===== config.mk =====
export PLATFORM = sky130hd
export DESIGN_NAME = serial_sar_ctrl
export DESIGN_NICKNAME = d
export VERILOG_FILES = /design/src/rtl/ssc_pkg.sv /design/src/rtl/ssc_front_fsm.sv /design/src/rtl/ssc_mux_decode.sv /design/src/rtl/ssc_sar_stream.sv /design/src/rtl/serial_sar_ctrl.sv
export SDC_FILE = /design/constraint.sdc
export NUM_CORES = 1
export LEC_CHECK = 0
export ABC_CLOCK_PERIOD_IN_PS = 2800
export BUFFER_PORTS_ARGS = -buffer_cell sky130_fd_sc_hd__buf_2
export CORE_ASPECT_RATIO = 1.25
export CORE_MARGIN = 5
export CORE_UTILIZATION = 53
export DETAILED_ROUTE_END_ITERATION = 16
export HOLD_SLACK_MARGIN = 0.15
export PLACE_DENSITY = 0.76
export RECOVER_POWER = 25
export SLEW_MARGIN = 40
export SYNTH_ARGS = -nofsm -noshare
export SYNTH_HDL_FRONTEND = slang
export SYNTH_SLANG_ARGS = --single-unit

===== constraint.sdc =====
create_clock -name sclk_i -period 2.8 [get_ports sclk_i]
set_input_delay 0.42 -clock sclk_i [delete_from_list [all_inputs] [get_ports sclk_i]]
set_output_delay 0.42 -clock sclk_i [all_outputs]
set_load 0.1 [all_outputs]

===== src/rtl/ssc_pkg.sv =====
package ssc_pkg;

    typedef enum logic [1:0] {
        FR_HUNT,
        FR_ADDR,
        FR_SAMPLE,
        FR_ARMED
    } front_state_t;

    typedef enum logic [2:0] {
        BK_IDLE,
        BK_CONV,
        BK_LSB_WAIT,
        BK_REPLAY,
        BK_TAIL
    } back_state_t;

endpackage


===== src/rtl/ssc_front_fsm.sv =====
// Rising-edge side: start-bit hunt, address capture, sampling window.
module ssc_front_fsm
    import ssc_pkg::*;
#(
    parameter int MUX_BITS = 4
) (
    input  logic                sclk_i,
    input  logic                cs_n_i,
    input  logic                din_i,
    output logic [MUX_BITS-1:0] cfg_o,
    output logic                cfg_valid_o,
    output logic                sampling_o,
    output logic                armed_o
);
    localparam int CW = (MUX_BITS > 1) ? $clog2(MUX_BITS) : 1;
    localparam logic [CW-1:0] LAST = CW'(MUX_BITS - 1);

    front_state_t       state_q, state_d;
    logic [CW-1:0]      cnt_q, cnt_d;
    logic [MUX_BITS-1:0] cfg_q, cfg_d;

    // state register; chip select high at a rising edge clears everything
    always_ff @(posedge sclk_i) begin
        if (cs_n_i) begin
            state_q <= FR_HUNT;
            cnt_q   <= '0;
            cfg_q   <= '0;
        end else begin
            state_q <= state_d;
            cnt_q   <= cnt_d;
            cfg_q   <= cfg_d;
        end
    end

    // next-state logic
    always_comb begin
        state_d = state_q;
        cnt_d   = cnt_q;
        cfg_d   = cfg_q;
        unique case (state_q)
            FR_HUNT: begin
                if (din_i) begin
                    state_d = FR_ADDR;
                    cnt_d   = '0;
                end
            end
            FR_ADDR: begin
                cfg_d = {cfg_q[MUX_BITS-2:0], din_i};
                cnt_d = cnt_q + CW'(1);
                if (cnt_q == LAST) state_d = FR_SAMPLE;
            end
            FR_SAMPLE: state_d = FR_ARMED;
            FR_ARMED:  state_d = FR_ARMED;
            default:   state_d = FR_HUNT;
        endcase
    end

    // outputs
    always_comb begin
        cfg_o       = cfg_q;
        cfg_valid_o = (state_q == FR_SAMPLE) || (state_q == FR_ARMED);
        sampling_o  = (state_q == FR_SAMPLE);
        armed_o     = (state_q == FR_ARMED);
    end

    // a zero while hunting keeps the hunt going
    assert_zero_ignored_R2: assert property (@(posedge sclk_i) disable iff (cs_n_i)
        (state_q == FR_HUNT && !din_i) |=> (state_q == FR_HUNT));

    // once armed, data in cannot move the front machine
    assert_armed_holds_R8: assert property (@(posedge sclk_i) disable iff (cs_n_i)
        (state_q == FR_ARMED) |=> (state_q == FR_ARMED));

    // the captured word is frozen once valid
    assert_cfg_frozen_R8: assert property (@(posedge sclk_i) disable iff (cs_n_i)
        cfg_valid_o |=> $stable(cfg_q));

    // the sampling state lasts exactly one rising edge
    assert_sample_one_cycle_R4: assert property (@(posedge sclk_i) disable iff (cs_n_i)
        (state_q == FR_SAMPLE) |=> (state_q == FR_ARMED));

endmodule


===== src/rtl/ssc_mux_decode.sv =====
// Address word to one-hot positive / negative input selects.
module ssc_mux_decode #(
    parameter int SEL_BITS = 2,
    localparam int MUX_BITS = SEL_BITS + 2,
    localparam int NCH      = 2 << SEL_BITS
) (
    input  logic [MUX_BITS-1:0] cfg_i,
    input  logic                valid_i,
    output logic [NCH:0]        pos_sel_o,
    output logic [NCH:0]        neg_sel_o
);
    localparam int CHW = SEL_BITS + 1;

    logic                single_ended;
    logic                odd_swap;
    logic [SEL_BITS-1:0] sel;
    logic [CHW-1:0]      pos_idx, neg_idx;

    always_comb begin
        single_ended = cfg_i[MUX_BITS-1];
        odd_swap     = cfg_i[MUX_BITS-2];
        sel          = cfg_i[SEL_BITS-1:0];
        pos_idx      = {sel, odd_swap};
        neg_idx      = {sel, ~odd_swap};
    end

    for (genvar ch = 0; ch < NCH; ch++) begin : g_chan
        assign pos_sel_o[ch] = valid_i && (pos_idx == CHW'(ch));
        assign neg_sel_o[ch] = valid_i && !single_ended && (neg_idx == CHW'(ch));
    end

    // the common input can only ever be the negative side
    assign pos_sel_o[NCH] = 1'b0;
    assign neg_sel_o[NCH] = valid_i && single_ended;

endmodule


===== src/rtl/ssc_sar_stream.sv =====
// Falling-edge side: successive approximation, live MSB-first stream,
// LSB-first replay and tail.
module ssc_sar_stream
    import ssc_pkg::*;
#(
    parameter int RES_BITS = 8,
    parameter bit SE_PIN   = 1'b1
) (
    input  logic                sclk_i,
    input  logic                cs_n_i,
    input  logic                armed_i,
    input  logic                cmp_i,
    input  logic                se_i,
    output logic                dout_o,
    output logic                active_o,
    output logic                idle_o,
    output logic                busy_o,
    output logic [RES_BITS-1:0] trial_o
);
    localparam int IW = $clog2(RES_BITS);
    localparam logic [IW-1:0] TOP_IDX = IW'(RES_BITS - 1);

    back_state_t         state_q, state_d;
    logic [IW-1:0]       idx_q, idx_d;
    logic [RES_BITS-1:0] result_q, result_d;
    logic                dout_q, dout_d;
    logic                busy_q, busy_d;
    logic                replay_go;

    // variant: replay under pin control or automatic
    if (SE_PIN) begin : g_se_pin
        assign replay_go = !se_i;
    end else begin : g_auto
        assign replay_go = 1'b1;
    end

    // state register; chip select high at a falling edge clears everything
    always_ff @(negedge sclk_i) begin
        if (cs_n_i) begin
            state_q  <= BK_IDLE;
            idx_q    <= '0;
            result_q <= '0;
            dout_q   <= 1'b0;
            busy_q   <= 1'b0;
        end else begin
            state_q  <= state_d;
            idx_q    <= idx_d;
            result_q <= result_d;
            dout_q   <= dout_d;
            busy_q   <= busy_d;
        end
    end

    // next-state logic
    always_comb begin
        state_d  = state_q;
        idx_d    = idx_q;
        result_d = result_q;
        dout_d   = dout_q;
        busy_d   = busy_q;
        unique case (state_q)
            BK_IDLE: begin
                if (armed_i) begin
                    state_d  = BK_CONV;
                    idx_d    = TOP_IDX;
                    result_d = '0;
                    dout_d   = 1'b0;
                    busy_d   = 1'b1;
                end
            end
            BK_CONV: begin
                result_d[idx_q] = cmp_i;
                dout_d          = cmp_i;
                if (idx_q == '0) begin
                    state_d = BK_LSB_WAIT;
                end else begin
                    idx_d = idx_q - IW'(1);
                end
            end
            BK_LSB_WAIT: begin
                busy_d = 1'b0;
                if (replay_go) begin
                    state_d = BK_REPLAY;
                    idx_d   = IW'(1);
                    dout_d  = result_q[1];
                end
            end
            BK_REPLAY: begin
                if (idx_q == TOP_IDX) begin
                    state_d = BK_TAIL;
                    dout_d  = 1'b0;
                end else begin
                    idx_d  = idx_q + IW'(1);
                    dout_d = result_q[idx_q + IW'(1)];
                end
            end
            BK_TAIL: dout_d = 1'b0;
            default: state_d = BK_IDLE;
        endcase
    end

    // outputs
    always_comb begin
        dout_o   = dout_q;
        busy_o   = busy_q;
        active_o = (state_q != BK_IDLE);
        idle_o   = (state_q == BK_IDLE);
        trial_o  = result_q;
        if (state_q == BK_CONV) trial_o = result_q | (RES_BITS'(1) << idx_q);
    end

    // status stays high through every decision
    assert_busy_in_conv_R6: assert property (@(negedge sclk_i) disable iff (cs_n_i)
        (state_q == BK_CONV) |-> busy_q);

    // each decision stores the comparator answer at the current bit
    assert_bit_kept_R6: assert property (@(negedge sclk_i) disable iff (cs_n_i)
        (state_q == BK_CONV) |=> (result_q[$past(idx_q)] == $past(cmp_i)));

    // status still high after bit 0, low one edge later
    assert_busy_after_lsb_R7: assert property (@(negedge sclk_i) disable iff (cs_n_i)
        (state_q == BK_CONV && idx_q == '0) |=> (busy_q && state_q == BK_LSB_WAIT));
    assert_busy_drop_R7: assert property (@(negedge sclk_i) disable iff (cs_n_i)
        (state_q == BK_LSB_WAIT) |=> !busy_q);

    // without permission the LSB is held
    assert_lsb_hold_R10: assert property (@(negedge sclk_i) disable iff (cs_n_i)
        (state_q == BK_LSB_WAIT && !replay_go) |=> (state_q == BK_LSB_WAIT && $stable(dout_q)));

    // tail drives low
    assert_tail_low_R12: assert property (@(negedge sclk_i) disable iff (cs_n_i)
        (state_q == BK_TAIL) |-> !dout_q);

endmodule


===== src/rtl/serial_sar_ctrl.sv =====
module serial_sar_ctrl
    import ssc_pkg::*;
#(
    parameter int RES_BITS = 8,
    parameter int SEL_BITS = 2,
    parameter bit SE_PIN   = 1'b1,
    localparam int MUX_BITS = SEL_BITS + 2,
    localparam int NCH      = 2 << SEL_BITS
) (
    input  logic                sclk_i,
    input  logic                cs_n_i,
    input  logic                din_i,
    input  logic                se_i,
    input  logic                cmp_i,
    output logic                dout_o,
    output logic                dout_oe_o,
    output logic                busy_o,
    output logic                busy_oe_o,
    output logic                track_o,
    output logic [RES_BITS-1:0] trial_o,
    output logic [NCH:0]        pos_sel_o,
    output logic [NCH:0]        neg_sel_o
);
    logic [MUX_BITS-1:0] cfg;
    logic                cfg_valid;
    logic                sampling;
    logic                armed;
    logic                back_active;
    logic                back_idle;

    ssc_front_fsm #(.MUX_BITS(MUX_BITS)) u_front (
        .sclk_i      (sclk_i),
        .cs_n_i      (cs_n_i),
        .din_i       (din_i),
        .cfg_o       (cfg),
        .cfg_valid_o (cfg_valid),
        .sampling_o  (sampling),
        .armed_o     (armed)
    );

    ssc_mux_decode #(.SEL_BITS(SEL_BITS)) u_decode (
        .cfg_i     (cfg),
        .valid_i   (cfg_valid),
        .pos_sel_o (pos_sel_o),
        .neg_sel_o (neg_sel_o)
    );

    ssc_sar_stream #(.RES_BITS(RES_BITS), .SE_PIN(SE_PIN)) u_sar (
        .sclk_i   (sclk_i),
        .cs_n_i   (cs_n_i),
        .armed_i  (armed),
        .cmp_i    (cmp_i),
        .se_i     (se_i),
        .dout_o   (dout_o),
        .active_o (back_active),
        .idle_o   (back_idle),
        .busy_o   (busy_o),
        .trial_o  (trial_o)
    );

    // pins float while the chip is deselected
    always_comb begin
        dout_oe_o = !cs_n_i && back_active;
        busy_oe_o = !cs_n_i;
        track_o   = sampling || (armed && back_idle);
    end

    // selects are one-hot and never the same input on both sides
    assert_pos_onehot_R3: assert property (@(posedge sclk_i) disable iff (cs_n_i)
        $onehot0(pos_sel_o));
    assert_neg_onehot_R3: assert property (@(posedge sclk_i) disable iff (cs_n_i)
        $onehot0(neg_sel_o));
    assert_sel_disjoint_R3: assert property (@(posedge sclk_i) disable iff (cs_n_i)
        ((pos_sel_o & neg_sel_o) == '0));

    // the output driver turns on together with the status line
    assert_oe_with_busy_R5: assert property (@(negedge sclk_i) disable iff (cs_n_i)
        $rose(busy_o) |-> (dout_oe_o && !dout_o));

endmodule


==> metrics.txt, run 1 <==
# TYPE chip_impl_metric gauge
chip_impl_metric{name="drt_first_pass_iters",unit=""} 7
chip_impl_info{name="failing_checks",value="setup timing"} 1
chip_impl_metric{name="worst_ep_arrival_time",unit="ns"} 3.09
chip_impl_metric{name="gate_power_share",unit="%"} 7.5
chip_impl_metric{name="antenna_left",unit=""} 0
chip_impl_metric{name="coreArea",unit="um2"} 2730
chip_impl_metric{name="setup_viol_count_final",unit=""} 13
chip_impl_metric{name="initial_utilization",unit="%"} 55.7
chip_impl_metric{name="synth_seq_cells",unit=""} 24
chip_impl_metric{name="synthCells",unit=""} 197
chip_impl_metric{name="synth.top_cell.area_share",unit="%"} 31.6
chip_impl_metric{name="cts_num_sinks",unit=""} 24
chip_impl_metric{name="drt_first_iter_violations",unit=""} 101
chip_impl_metric{name="syn_area_per_cell",unit="um2"} 7.72
chip_impl_metric{name="grt_remaining_overflow",unit=""} 0
chip_impl_metric{name="synth_edf_count",unit=""} 0
chip_impl_info{name="setup.worst_path.end_class",value="output port"} 1
chip_impl_metric{name="slowest_delay",unit="ns"} 0.42
chip_impl_metric{name="hold-path-cell-count",unit=""} 3
chip_impl_metric{name="hold_viol",unit=""} 0
chip_impl_info{name="crit_chain",value="or3b_4, nor2_4, a21o_4, buf_12"} 1
chip_impl_metric{name="detailed_place_hpwl",unit="um"} 3670
chip_impl_metric{name="synth_unique_cells",unit=""} 42
chip_impl_metric{name="yosysSeqAreaShare",unit="%"} 31.6
chip_impl_info{name="hold_path.class",value="input pin to flop"} 1
chip_impl_metric{name="wl",unit="um"} 5610
chip_impl_metric{name="slew_headroom",unit="%"} 40.5
chip_impl_metric{name="grt_pass1_wl",unit="um"} 8660
chip_impl_info{name="ys.flop_type",value="sky130_fd_sc_hd__dfxtp_1"} 1
chip_impl_info{name="yosys_top_cell_by_area",value="sky130_fd_sc_hd__dfxtp_1"} 1
chip_impl_metric{name="clk_lat_worst_skew",unit="ns"} 0.42
chip_impl_metric{name="regToRegSetupSlack",unit="ns"} -0.15
chip_impl_info{name="leading_cell_types_by_total_area_after_synthesis",value="sky130_fd_sc_hd__dfxtp_1 (32%), sky130_fd_sc_hd__nor2_1 (7.6%), sky130_fd_sc_hd__a21oi_1 (6.6%), sky130_fd_sc_hd__ha_1 (6.6%), sky130_fd_sc_hd__mux4_2 (4.4%)"} 1
chip_impl_metric{name="ff2ff_path_depth",unit=""} 4
chip_impl_metric{name="io-pin-count",unit=""} 36
chip_impl_metric{name="die_w",unit="um"} 57.9
chip_impl_metric{name="total_leakage_power",unit="nW"} 1.04
chip_impl_info{name="crit_slowest_cell",value="sky130_fd_sc_hd__or3b_4"} 1
chip_impl_metric{name="cts_max_path_buffers",unit=""} 2
chip_impl_metric{name="dr_vias",unit=""} 1884
chip_impl_metric{name="detail_route.vias_per_cell",unit=""} 6.36
chip_impl_metric{name="layout.core_utilization",unit="%"} 89.7
chip_impl_metric{name="cp.buffers_inverters",unit=""} 1
chip_impl_metric{name="async_set_or_reset_register_ratio_after_synthesis",unit="%"} 0
chip_impl_metric{name="yosys_warnings",unit=""} 0
chip_impl_metric{name="cell_internal_pwr",unit="mW"} 0.501
chip_impl_metric{name="drt-wirelength-per-cell",unit="um"} 19.0
chip_impl_metric{name="track_usage",unit="%"} 26.4
chip_impl_info{name="clock_tree_from_tritoncts",value="done"} 1
chip_impl_metric{name="pwr-share-clk",unit="%"} 44.7
chip_impl_metric{name="critical_path_depth",unit=""} 4
chip_impl_info{name="setup_crit_path_kind",value="flop to output port"} 1
chip_impl_info{name="grt_setup_unrepaired",value="true"} 1
chip_impl_info{name="synth.most_common_cell",value="sky130_fd_sc_hd__nor2_1"} 1
chip_impl_metric{name="worst_pin_slew",unit="ns"} 0.870
chip_impl_metric{name="net-switching-power",unit="mW"} 0.233
chip_impl_info{name="run_status",value="complete, but fails checks"} 1
chip_impl_metric{name="htree_num_levels",unit=""} 1
chip_impl_metric{name="setup_ws",unit="ns"} -0.715
chip_impl_metric{name="fraction_of_power_spent_switching_nets",unit="%"} 31.8
chip_impl_metric{name="max_cap_violations",unit=""} 0
chip_impl_metric{name="die_y",unit="um"} 69.9
chip_impl_metric{name="route.detailed.drc",unit=""} 0
chip_impl_metric{name="max-vdd-ir-drop",unit="V"} 0.000306
chip_impl_metric{name="finClkSkew",unit="ns"} 0.0770
chip_impl_metric{name="io_buffer_count",unit=""} 34
chip_impl_metric{name="synthToLayoutAreaGrowth",unit="%"} 61.0
chip_impl_metric{name="net_count_after_synthesis",unit=""} 210
chip_impl_metric{name="rows",unit=""} 21
chip_impl_metric{name="floorplan.die_area",unit="um2"} 4050
chip_impl_info{name="r2r_end",value="u_sar.idx_q[2]"} 1
chip_impl_metric{name="power_density",unit="nW/um2"} 300
chip_impl_metric{name="slew_viol_final",unit=""} 0
chip_impl_metric{name="final.setup.tns",unit="ns"} -6.55
chip_impl_metric{name="initial_antenna_violation_count",unit=""} 0
chip_impl_metric{name="critPathMaxFanout",unit=""} 4
chip_impl_info{name="cp_top_family",value="simple AND/OR/NAND/NOR gates"} 1
chip_impl_metric{name="nets",unit=""} 276
chip_impl_metric{name="ctsHoldBuffers",unit=""} 0
chip_impl_info{name="whs_endpoint",value="u_front.cfg_o[0]"} 1
chip_impl_metric{name="cts_buffers",unit=""} 3
chip_impl_info{name="root_buffer",value="sky130_fd_sc_hd__clkbuf_4"} 1
chip_impl_info{name="min-delay-start",value="din_i"} 1
chip_impl_metric{name="drive_gt1_share",unit="%"} 45.0
chip_impl_info{name="cp-start-kind",value="flop"} 1
chip_impl_metric{name="diodes",unit=""} 0
chip_impl_metric{name="worst-endpoint-required",unit="ns"} 2.38
chip_impl_metric{name="power.share.sequential",unit="%"} 47.8
chip_impl_metric{name="synth.cell_area",unit="um2"} 1520
chip_impl_info{name="r2r-start",value="u_front.state_q[0]"} 1
chip_impl_metric{name="grt_max_degree",unit=""} 17
chip_impl_metric{name="cts.clk_slew.worst_paths",unit="ns"} 0.15
chip_impl_metric{name="globalplace.congestion",unit=""} 0.859
chip_impl_info{name="synth.top_cells.by_count",value="sky130_fd_sc_hd__nor2_1 (31), sky130_fd_sc_hd__dfxtp_1 (24), sky130_fd_sc_hd__a21oi_1 (20)"} 1
chip_impl_metric{name="first_global_vias",unit=""} 1862
==> power by group through the flow <==
stage / logic (mW) / registers (mW) / clock network, mW
global route: 0.0593 / 0.351 / 0.355
finish: 0.0548 / 0.351 / 0.328
global placement: 0.0500 / 0.357 / 0.0371
floorplan: 0.0441 / 0.355 / 0.0371
CTS: 0.0543 / 0.351 / 0.318
detailed placement: 0.0520 / 0.358 / 0.0371
==> through the flow <==
step | instances | setup WS, ns | area [um2] | hold WS [ns] | power (mW)
2_1_floorplan | 197 | -0.532 | 1790 | 0.457 | 0.436
6_report | 296 | -0.715 | 2450 | 0.329 | 0.734
3_5_place_dp | 275 | -0.320 | 2230 | 0.475 | 0.447
3_3_place_gp | 275 | -0.250 | 2230 | 0.465 | 0.444
4_1_cts | 296 | -0.676 | 2400 | 0.339 | 0.723
5_1_grt | 296 | -0.743 | 2450 | 0.361 | 0.766
==> layer usage <==
metal / part of all wire [%] / wire [um] / up-vias / GRT usage (%)
met5: 0 / 0 / - / 0
met4: 5.0 / 279 / 0 / 12.4
met3: 9.9 / 557 / 37 / 4.24
met2: 49 / 2750 / 157 / 45.7
met1: 36 / 2030 / 863 / 30.9
li1: - / - / 827 / -
==> area by class of cell <==
type                            count  area, um2
Clock buffer                        4       47.5
Clock inverter                     16       60.1
Fill cell                         121        283
Inverter                            5       25.0
Multi-Input combinational cell    151       1210
Sequential cell                    24        497
Tap cell                           34       42.5
Timing Repair Buffer               62        564
==> state kept, by name (all words and copies together), names as in the netlist <==
signal and cells:
u_sar.dout_o 1, u_sar.busy_o 1, u_front.state_q 2, u_front.cnt_q 2
u_sar.state_q 3, u_sar.idx_q 3, u_front.cfg_o 4, u_sar.result_q 8
==> worst register-to-register path, stage by stage, from the launching register on <==
cell,delay [ns]
sky130_fd_sc_hd__dfxtp_2,0.38
sky130_fd_sc_hd__nand2_2,0.06
sky130_fd_sc_hd__mux4_2,0.56
sky130_fd_sc_hd__o311ai_4,0.33
sky130_fd_sc_hd__o41ai_4,0.14
==> worst max path at each step <==
| stage | startpoint | slack (ns) | endpoint |
|---|---|---|---|
| 3_3_place_gp | u_sar.state_q[2] | -0.25 | trial_o[2] |
| 5_1_grt | u_sar.state_q[1] | -0.74 | trial_o[0] |
| 3_5_place_dp | u_sar.state_q[2] | -0.32 | trial_o[0] |
| 2_1_floorplan | u_sar.state_q[2] | -0.53 | track_o |
| 4_1_cts | u_sar.state_q[1] | -0.68 | trial_o[0] |
| 6_report | u_sar.state_q[1] | -0.71 | trial_o[0] |
==> logic make-up (layout without fill, tap and decap cells) <==
logic type | Yosys count | count (layout) | synth area share [%]
flip-flops | 24 | 24 | 31.6
AND/OR/NAND/NOR | 79 | 79 | 25.8
buffers and inverters | 22 | 87 | 6.00
XOR/XNOR | 1 | 1 | 0.576
other | 1 | 1 | 0.246
adder cells (fa/ha/maj) | 8 | 8 | 6.58
multiplexers | 8 | 8 | 7.73
AO/OA/AOI/OAI | 54 | 54 | 21.5
==> cell usage in the layout (no fill, tap or decap), types with 4 or more instances in the layout <==
master and count:
sky130_fd_sc_hd__a21o_4 5, sky130_fd_sc_hd__a21oi_1 18, sky130_fd_sc_hd__buf_12 12, sky130_fd_sc_hd__buf_2 22, sky130_fd_sc_hd__buf_4 27, sky130_fd_sc_hd__dfxtp_1 15, sky130_fd_sc_hd__dfxtp_2 7, sky130_fd_sc_hd__ha_4 5
sky130_fd_sc_hd__inv_1 17, sky130_fd_sc_hd__mux2i_1 5, sky130_fd_sc_hd__nand2_1 11, sky130_fd_sc_hd__nand2b_1 4, sky130_fd_sc_hd__nor2_1 29, sky130_fd_sc_hd__nor3_2 4, sky130_fd_sc_hd__o21ai_1 7, sky130_fd_sc_hd__o21ai_2 4
==> timing repair <==
action | in CTS | in global routing
pin swaps | 7 | 7
buffers inserted | 2 | 1
resized for setup | 11 | 11
setup endpoints to repair | 21 | 21
gates cloned | 0 | 0
(Power assumes the default switching activity.)
==> inputs of run 2 (changes only) <==
--- a/config.mk
+++ b/config.mk
@@ -7,12 +7,13 @@
 export LEC_CHECK = 0
 export ABC_CLOCK_PERIOD_IN_PS = 2800
 export BUFFER_PORTS_ARGS = -buffer_cell sky130_fd_sc_hd__buf_2
+export CAP_MARGIN = 20
 export CORE_ASPECT_RATIO = 1.25
 export CORE_MARGIN = 5
 export CORE_UTILIZATION = 53
 export DETAILED_ROUTE_END_ITERATION = 16
 export HOLD_SLACK_MARGIN = 0.15
-export PLACE_DENSITY = 0.76
+export PLACE_DENSITY = 0.86
 export RECOVER_POWER = 25
 export SLEW_MARGIN = 40
 export SYNTH_ARGS = -nofsm -noshare
==> metrics.txt, run 2 (synthesis gave the netlist of run 1 again) <==
# TYPE chip_impl_metric gauge
chip_impl_info{name="run_status",value="complete, but fails checks"} 1
chip_impl_info{name="failing_checks",value="setup timing"} 1
chip_impl_metric{name="worst_pin_slew",unit="ns"} 0.607
chip_impl_info{name="crit_chain",value="or3b_4, nor2_4, a21o_4, buf_12"} 1
chip_impl_metric{name="number_of_flip_flops_under_the_largest_register_name",unit=""} 8
chip_impl_metric{name="drt_first_iter_violations",unit=""} 176
chip_impl_metric{name="grt_pass1_wl",unit="um"} 8430
chip_impl_metric{name="slew_viol_final",unit=""} 0
chip_impl_metric{name="max_cap_violations",unit=""} 0
chip_impl_metric{name="io_buffer_count",unit=""} 34
chip_impl_metric{name="setup_ws",unit="ns"} -0.697
chip_impl_metric{name="cts_num_sinks",unit=""} 24
chip_impl_info{name="root_buffer",value="sky130_fd_sc_hd__clkbuf_4"} 1
chip_impl_metric{name="initial_utilization",unit="%"} 55.7
chip_impl_metric{name="clk_lat_worst_skew",unit="ns"} 0.44
chip_impl_metric{name="cts.clk_slew.worst_paths",unit="ns"} 0.16
chip_impl_metric{name="ff2ff_path_depth",unit=""} 4
chip_impl_metric{name="htree_num_levels",unit=""} 1
chip_impl_info{name="layout_commonest_cell",value="sky130_fd_sc_hd__buf_4"} 1
chip_impl_metric{name="whs",unit="ns"} 0.343
chip_impl_info{name="cp-start-kind",value="flop"} 1
chip_impl_metric{name="io-pin-count",unit=""} 36
chip_impl_metric{name="setup_viol_count_final",unit=""} 13
chip_impl_info{name="clock_tree_from_tritoncts",value="done"} 1
chip_impl_info{name="setup.worst_path.end_class",value="output port"} 1
chip_impl_metric{name="detail_route.vias_per_cell",unit=""} 6.44
chip_impl_metric{name="ctsHoldBuffers",unit=""} 0
chip_impl_metric{name="max-vdd-ir-drop",unit="V"} 0.000302
chip_impl_metric{name="slew_headroom",unit="%"} 58.5
chip_impl_metric{name="hold_viol",unit=""} 0
chip_impl_metric{name="drive_gt1_share",unit="%"} 45.2
chip_impl_metric{name="total_leakage_power",unit="nW"} 1.11
chip_impl_metric{name="final.setup.tns",unit="ns"} -6.59
chip_impl_metric{name="initial_antenna_violation_count",unit=""} 0
chip_impl_metric{name="finClkSkew",unit="ns"} 0.0909
chip_impl_info{name="setup_crit_path_kind",value="flop to output port"} 1
chip_impl_metric{name="die_w",unit="um"} 57.9
chip_impl_info{name="regMostFlops",value="u_sar.result_q"} 1
chip_impl_metric{name="cts_buffers",unit=""} 3
chip_impl_metric{name="drt-wirelength-per-cell",unit="um"} 21.3
chip_impl_metric{name="floorplan.die_area",unit="um2"} 4050
chip_impl_metric{name="first_global_vias",unit=""} 1747
chip_impl_metric{name="coreArea",unit="um2"} 2730
chip_impl_metric{name="diodes",unit=""} 0
chip_impl_metric{name="grt_remaining_overflow",unit=""} 0
chip_impl_metric{name="synthToLayoutAreaGrowth",unit="%"} 67.1
chip_impl_metric{name="dr_vias",unit=""} 1971
chip_impl_metric{name="drt_first_pass_iters",unit=""} 6
chip_impl_metric{name="final_cell_count_no_fill",unit=""} 306
chip_impl_metric{name="cts_max_path_buffers",unit=""} 2
chip_impl_metric{name="antenna_left",unit=""} 0
chip_impl_info{name="crit_slowest_cell",value="sky130_fd_sc_hd__or3b_4"} 1
chip_impl_metric{name="track_usage",unit="%"} 26.2
chip_impl_metric{name="slowest_delay",unit="ns"} 0.41
chip_impl_info{name="hold_path.class",value="input pin to flop"} 1
chip_impl_metric{name="n_fill_cell",unit=""} 85
chip_impl_metric{name="rows",unit=""} 21
chip_impl_metric{name="critPathMaxFanout",unit=""} 4
chip_impl_metric{name="grt_max_degree",unit=""} 18
chip_impl_info{name="top_library_cells_by_usage_in_the_layout_fill_and_taps_aside",value="sky130_fd_sc_hd__buf_4 (32), sky130_fd_sc_hd__nor2_1 (29), sky130_fd_sc_hd__buf_2 (22)"} 1
chip_impl_metric{name="regToRegSetupSlack",unit="ns"} -0.14
chip_impl_metric{name="detailed_place_hpwl",unit="um"} 3580
chip_impl_metric{name="route.detailed.drc",unit=""} 0
chip_impl_metric{name="hold-path-cell-count",unit=""} 3
chip_impl_metric{name="wl",unit="um"} 6500
chip_impl_metric{name="die_y",unit="um"} 69.9
chip_impl_metric{name="dpl.cell_count",unit=""} 274
chip_impl_metric{name="worst_ep_arrival_time",unit="ns"} 3.08
chip_impl_metric{name="power_density",unit="nW/um2"} 310
chip_impl_info{name="grt_setup_unrepaired",value="true"} 1
chip_impl_metric{name="nets",unit=""} 286
chip_impl_metric{name="globalplace.congestion",unit=""} 0.862
chip_impl_metric{name="worst-endpoint-required",unit="ns"} 2.38
-- run 2: area by class of cell --
class	instances	area, um2	area share [%]
well taps	34	42.5	1.67
clock buffers	3	22.5	0.886
clock inverters	17	90.1	3.54
multi-input cells	151	1180	46.4
inverters	5	25.0	0.984
flip-flops and latches	24	498	19.6
repair buffers	72	684	26.9
-- run 2: power breakdown --
group,switching (mW),total (mW),internal [mW]
registers,0.00685,0.352,0.345
clock network,0.204,0.378,0.175
logic,0.0405,0.0581,0.0176
total,0.251,0.788,0.537
-- run 2: metal layers --
metal	track usage (%)	share of wire, %
met1	32.4	37
met4	12.1	5.0
met2	44.5	48
met3	2.95	9.3
met5	0	0
-- run 2: critical path, delay by kind of cell, from the launching register on --
| family | cells | cell delay [ns] |
|---|---|---|
| and+or+nand+nor | 2 | 0.58 |
| DFF | 1 | 0.35 |
| AOI/OAI and AO/OA | 1 | 0.16 |
| buffers and inverters | 1 | 0.17 |
-- run 2: what timing repair did --
action / in CTS / in global routing
gates resized for setup: 9 / 15
pin swaps: 4 / 3
gates cloned: 0 / 0
setup endpoints to repair: 21 / 20
setup buffers: 1 / 12
-- run 2: final timing paths --
check | start | end
worst min-delay path | din_i | u_front.cfg_o[0]
worst max-delay path | u_sar.state_q[1] | trial_o[1]
worst min register to register | u_sar.busy_o | u_sar.busy_o
worst max register to register | u_front.state_q[0] | u_sar.idx_q[1]
-- run 2: stage by stage --
| stage | util (%) | instance area [um2] | worst slack [ns] | total power, mW |
|---|---|---|---|---|
| floorplan | - | 1790 | -0.532 | 0.436 |
| global placement | 81.3 | 2220 | -0.236 | 0.446 |
| detailed placement | 81.3 | 2220 | -0.277 | 0.447 |
| CTS | 87.0 | 2380 | -0.622 | 0.760 |
| global route | 93.0 | 2540 | -0.722 | 0.811 |
| finish | 93.0 | 2540 | -0.697 | 0.788 |
